File: config.mk
export PLATFORM = sky130hd
export DESIGN_NAME = blk_repeat_unit
export DESIGN_NICKNAME = d
export VERILOG_FILES = /design/src/rtl/blk_repeat_pkg.sv /design/src/rtl/blk_repeat_cond.sv /design/src/rtl/blk_repeat_seq.sv /design/src/rtl/blk_repeat_unit.sv
export SDC_FILE = /design/constraint.sdc
export NUM_CORES = 1
export LEC_CHECK = 0
export ABC_AREA = 0
export BUFFER_PORTS_ARGS = -buffer_cell sky130_fd_sc_hd__buf_2
export CAP_MARGIN = 30
export CORE_UTILIZATION = 30
export CTS_CLUSTER_DIAMETER = 40
export CTS_CLUSTER_SIZE = 16
export DETAILED_ROUTE_END_ITERATION = 10
export GPL_ROUTABILITY_DRIVEN = 0
export PLACE_DENSITY = 0.57
export SYNTH_ARGS = -nofsm -noshare
export SYNTH_HDL_FRONTEND = slang
export SYNTH_SLANG_ARGS = --single-unit
File: constraint.sdc
create_clock -name clk -period 3.8 [get_ports clk]
set_input_delay 0.38 -clock clk [delete_from_list [all_inputs] [get_ports clk]]
set_output_delay 0.38 -clock clk [all_outputs]
set_load 0.03 [all_outputs]
File: src/rtl/blk_repeat_pkg.sv
package blk_repeat_pkg;

   typedef enum logic [1:0] {
      CLS_MOVE   = 2'd0,
      CLS_SEARCH = 2'd1,
      CLS_INPUT  = 2'd2,
      CLS_OUTPUT = 2'd3
   } blk_class_e;

   localparam int unsigned NUM_CLASSES = 4;

endpackage

File: src/rtl/blk_repeat_cond.sv
module blk_repeat_cond
   import blk_repeat_pkg::*;
#(
   parameter int unsigned CNT_W = 16
) (
   input  logic [1:0]       op_class,
   input  logic             rep_form,
   input  logic [CNT_W-1:0] bc,
   input  logic             zero_flag,
   output logic             repeat_o,
   output logic             wz_upd_o
);

   localparam int unsigned HALF_W = CNT_W / 2;

   generate
      if (CNT_W < 2 || (CNT_W % 2) != 0) begin : g_bad_cnt
         $error("blk_repeat_cond: CNT_W must be even and at least 2");
      end
   endgenerate

   logic                    cnt_nz;
   logic                    hi_nz;
   logic [NUM_CLASSES-1:0]  cond_vec;

   assign cnt_nz = |bc;
   assign hi_nz  = |bc[CNT_W-1:HALF_W];

   // one continuation rule per instruction class
   for (genvar k = 0; k < NUM_CLASSES; k++) begin : g_cls
      if (k == int'(CLS_MOVE)) begin : g_move
         assign cond_vec[k] = cnt_nz;
      end else if (k == int'(CLS_SEARCH)) begin : g_search
         assign cond_vec[k] = cnt_nz & ~zero_flag;
      end else begin : g_io
         assign cond_vec[k] = hi_nz;
      end
   end

   assign repeat_o = rep_form & cond_vec[op_class];
   assign wz_upd_o = (op_class == CLS_MOVE) || (op_class == CLS_SEARCH);

endmodule

File: src/rtl/blk_repeat_seq.sv
module blk_repeat_seq #(
   parameter int unsigned PC_W  = 16,
   parameter int unsigned STEPS = 5
) (
   input  logic            clk,
   input  logic            rst_n,
   input  logic            launch,
   input  logic            rep,
   input  logic [PC_W-1:0] pc_in,
   output logic            busy,
   output logic            done,
   output logic            fetch,
   output logic [PC_W-1:0] pc_out
);

   localparam int unsigned CW   = (STEPS > 1) ? $clog2(STEPS) : 1;
   localparam logic [CW-1:0] LAST = CW'(STEPS - 1);
   localparam logic [PC_W-1:0] ONE = PC_W'(1);

   generate
      if (STEPS < 3 || (STEPS % 2) == 0) begin : g_bad_steps
         $error("blk_repeat_seq: STEPS must be odd and at least 3");
      end
   endgenerate

   logic [CW-1:0]   cnt;
   logic [PC_W-1:0] pc_q;

   // even steps idle, odd steps rewind the PC by one, last step fetches
   always_ff @(posedge clk) begin
      if (!rst_n) begin
         busy  <= 1'b0;
         done  <= 1'b0;
         fetch <= 1'b0;
         cnt   <= '0;
         pc_q  <= '0;
      end else begin
         done  <= 1'b0;
         fetch <= 1'b0;
         if (launch) begin
            pc_q <= pc_in;
            cnt  <= '0;
            if (rep) begin
               busy <= 1'b1;
            end else begin
               fetch <= 1'b1;
            end
         end else if (busy) begin
            if (cnt == LAST) begin
               busy  <= 1'b0;
               done  <= 1'b1;
               fetch <= 1'b1;
               cnt   <= '0;
            end else begin
               cnt <= cnt + 1'b1;
               if (cnt[0]) begin
                  pc_q <= pc_q - ONE;
               end
            end
         end
      end
   end

   assign pc_out = pc_q;

   p_pc_step_r7: assert property (@(posedge clk) disable iff (!rst_n)
      (busy && $past(busy)) |->
         ((pc_out == $past(pc_out)) || (pc_out == ($past(pc_out) - ONE))));

   p_done_after_busy_r6: assert property (@(posedge clk) disable iff (!rst_n)
      done |-> ($past(busy) && !busy));

   p_fell_gives_done_r6: assert property (@(posedge clk) disable iff (!rst_n)
      $fell(busy) |-> done);

   p_done_fetch_r9: assert property (@(posedge clk) disable iff (!rst_n)
      done |-> fetch);

endmodule

File: src/rtl/blk_repeat_unit.sv
module blk_repeat_unit #(
   parameter int unsigned PC_W  = 16,
   parameter int unsigned CNT_W = 16,
   parameter int unsigned STEPS = 5
) (
   input  logic             clk,
   input  logic             rst_n,
   input  logic             start,
   input  logic [1:0]       op_class,
   input  logic             rep_form,
   input  logic [CNT_W-1:0] bc,
   input  logic             zero_flag,
   input  logic [PC_W-1:0]  pc_in,
   output logic             busy,
   output logic             done,
   output logic             fetch,
   output logic [PC_W-1:0]  pc_out,
   output logic [PC_W-1:0]  wz
);

   localparam logic [PC_W-1:0] ONE = PC_W'(1);

   logic rep_hit;
   logic wz_upd;
   logic launch;

   blk_repeat_cond #(.CNT_W(CNT_W)) u_cond (
      .op_class (op_class),
      .rep_form (rep_form),
      .bc       (bc),
      .zero_flag(zero_flag),
      .repeat_o (rep_hit),
      .wz_upd_o (wz_upd)
   );

   assign launch = start & ~busy;

   blk_repeat_seq #(.PC_W(PC_W), .STEPS(STEPS)) u_seq (
      .clk   (clk),
      .rst_n (rst_n),
      .launch(launch),
      .rep   (rep_hit),
      .pc_in (pc_in),
      .busy  (busy),
      .done  (done),
      .fetch (fetch),
      .pc_out(pc_out)
   );

   always_ff @(posedge clk) begin
      if (!rst_n) begin
         wz <= '0;
      end else if (launch && rep_hit && wz_upd) begin
         wz <= pc_in + ONE;
      end
   end

   p_wz_load_r8: assert property (@(posedge clk) disable iff (!rst_n)
      ($rose(busy) && ($past(op_class) <= 2'd1)) |-> (wz == ($past(pc_in) + ONE)));

   p_ignore_busy_r10: assert property (@(posedge clk) disable iff (!rst_n)
      (busy && start) |=> (wz == $past(wz)));

endmodule

==> metrics.md <==
| Metric | Value |
|---|---|
| Status | finished with violations |
| Violated checks | DRC |
| Via density | 5.350 |
| Synth Instances | 244 |
| Hold Startpoint | pc_in[0] |
| Worst R2R Setup Slack | 1510 ps |
| Clock skew | roughly 6.9 ps |
| Top Layer Used | met4 |
| First-pass GRT wire length | 9.404 mm |
| FP Rows | 29 |
| Drt initial violations | about 110 |
| Max clock buf depth | 2 |
| Maxcap violations | 0 |
| Top cells by area, synth | dfxtp_1 (37%), a211oi_1 (6.5%), xnor2_1 (5.9%) |
| Setup CP Type | reg -> reg |
| Most common cell in the synthesized netlist | dfxtp_1 |
| Final period util | 60.33% |
| Final wirelength | 5.743 mm |
| Setup Total Neg Slack | 0 ps |
| Clock Tree Root | clkbuf_8 |
| Final instance area | 2549 µm² |
| Max VDD drop | 144.4 µV |
| Unrepaired setup endpoints after global routing | false |
| DRT antenna net count | 0 |
| Grt ovf | 0 |
| Reg-to-reg startpoint | u_seq.cnt[0] |
| Met2 routed wirelength | 2.534 mm |
| PD cells | 375.6 nW/µm² |
| Area share of the largest cell type after synthesis | 36.83% |
| Hold Fails Final Rpt | 0 |
| Worst r2r path cells | 6 |
| Synth Register Bits | 38 |
| Synth top cells by count | dfxtp_1 (38), a21oi_1 (22), a211oi_1 (18) |
| CTS Buf Count | 5 |
| Ys async rst share | 0% |
| Synth Cell Area | about 2100 µm² |
| Startpoint types | flip-flop |
| Register area share after synthesis | 36.83% |
| Syn-to-layout area delta | 23.38% |
| Setup-failing EPs final | 0 |
| Crit path DAT | 2510 ps |
| Worst R2R End | u_seq.pc_out[14] |
| IO Count | 74 |
| Port buffer count | 73 |
| Net Count, Synth | 287 |
| Fin nets | 354 |
| Area leader, netlist | dfxtp_1 |
| Post-synth EDFFs | 0 |
| Fraction of layout instances using a drive strength above 1 | between 20 and 30% |
| Via Count | between 2000 and 2500 |
| LEAKAGE | 0.0009838 µW |
| Slew Viols, Final | 0 |
| DP HPWL | around 4.3 mm |
| Vias in the first global route | 1879 |
| Die ar. | 7222 µm² |
| Hold WC Path Type | in -> reg |
| CP required | roughly 4000 ps |
| Worst slew pin tran | 935.6 ps |
| Post-CTS Setup Repair Bufs | 0 |
| CTS H-Tree Depth | 2 |
| Mean routed wirelength per cell | 14.76 µm |
| WL met3 | 315 µm |
| Post-Route M1 WL | 2.833 mm |
| Max FO, Critical Path | 11 |
| Cell variety after synth | 46 |
| Die height | 84.98 µm |
| CTS resizes | 0 |
| Initial antenna violation count | 0 |
| Post-Syn Area per Cell | 8.466 µm² |
| Total track usage | between 10% and 20% |
| Diode count | 0 |
| Clock transition at path regs | 80 ps |
| TritonRoute pass-1 iters | 10 |
| DRC viols | 9 |
| Die X-Extent | 84.98 µm |
| Syn. warnings | 0 |
| Most used flip-flop cell after synthesis | dfxtp_1 |
| Placed cell area | 2454 µm² |
| Crit. End Element | flip-flop |
| Latest clock arrival within the worst-skew pair | 290 ps |
| Min Tclk post-route | 2292 ps |
| Fmax | roughly 0.44 GHz |
| Core region area | about 6500 µm² |
| Initial Util | a little under a third |
| Hold buffer count at cts | 0 |
| Slew headroom | between 30% and 40% |
| Hold Slack | 360.1 ps |
| Largest net degree at the start of global routing | 32 |
| CTS tree | done |
| CTS sink count | 38 |
| Hold EP | wz[0] |
| Cell count of the worst hold path | 2 |
[stage by stage]
stage	setup slack, ps	util, %	std cells	total power, µW
after floorplan	1884	-	244	598.2
after global placement	1604	37.78	381	670.8
after detailed placement	1517	37.78	381	673.1
after CTS	1500	39.24	389	965.5
after global routing	1250	39.24	389	1006
final	1508	39.24	389	957.3
[layout by cell type (no fill, tap or decap), drive strengths merged]
cell type,n
buf,73
dfxtp,38
a21oi,22
a211oi,18
o21ai,17
xnor2,14
nor2,13
nand2,12
a31oi,12
nand3,11
nor4,10
nand4,8
inv,7
nor3,7
clkbuf,6
o31ai,5
xor2,4
or4,4
ha,4
or3,4
nor2b,2
nand2b,2
o211ai,2
clkinv,2
or2b,1
a21boi,1
and4,1
and3,1
nand3b,1
mux2,1
nor3b,1
a21o,1
o32ai,1
a22o,1
a2bb2oi,1
o2bb2a,1
o211a,1
or2,1
clkinvlp,1
[logic make-up after synthesis]
logic type / Yosys count / synth area share [%]
and+or+nand+nor: 79 / 21.87
AOI/OAI and AO/OA: 83 / 25.68
adders and majority gates: 4 / 2.423
buffers and inverters: 21 / 5.027
xor gates and xnor gates: 18 / 7.632
muxes: 1 / 0.5451
DFF: 38 / 36.83
[critical path: stages (launching register included)]
cell,delay (ps)
dfxtp_1,520
inv_1,110
ha_1,270
a21boi_4,300
nand3_1,330
or4_1,550
a31oi_1,160
[sequential cells by signal (all words and copies together) (netlist names)]
signal        flops
u_seq.done        1
u_seq.cnt         3
u_seq.fetch       1
wz               16
u_seq.pc_out     16
u_seq.busy        1
[final cells by class]
class | instances | area (µm²)
fillers | 655 | 3946
clock inverters | 2 | 12.51
multi-input cells | 185 | 1201
inverters | 8 | 30.03
well taps | 77 | 96.34
flip-flops and latches | 38 | 760.7
clock buffers | 6 | 82.58
repair buffers | 73 | 365.4
[worst max path at each step]
stage,start,endpoint,cells after the start
final,u_seq.cnt[0],u_seq.pc_out[14],6
after global routing,u_seq.cnt[0],u_seq.pc_out[14],6
after CTS,u_seq.cnt[0],u_seq.pc_out[14],6
after detailed placement,u_seq.cnt[0],u_seq.pc_out[14],6
after global placement,u_seq.cnt[0],u_seq.pc_out[14],6
after floorplan,u_seq.cnt[0],u_seq.pc_out[10],8
[layer usage]
metal  up-vias  GRT usage [%]
met5         -              0
met4         0          4.622
met3         7          3.599
met2        69          26.03
met1       947          22.20
li1       1058              -
[where the power goes]
| group | switching [µW] | internal, µW |
|---|---|---|
| registers | 27.8 | 422 |
| logic | 139 | 74.9 |
| clock network | 148 | 146 |
| total | 314 | 643 |
No activity file was read; power rests on OpenSTA's default activity.
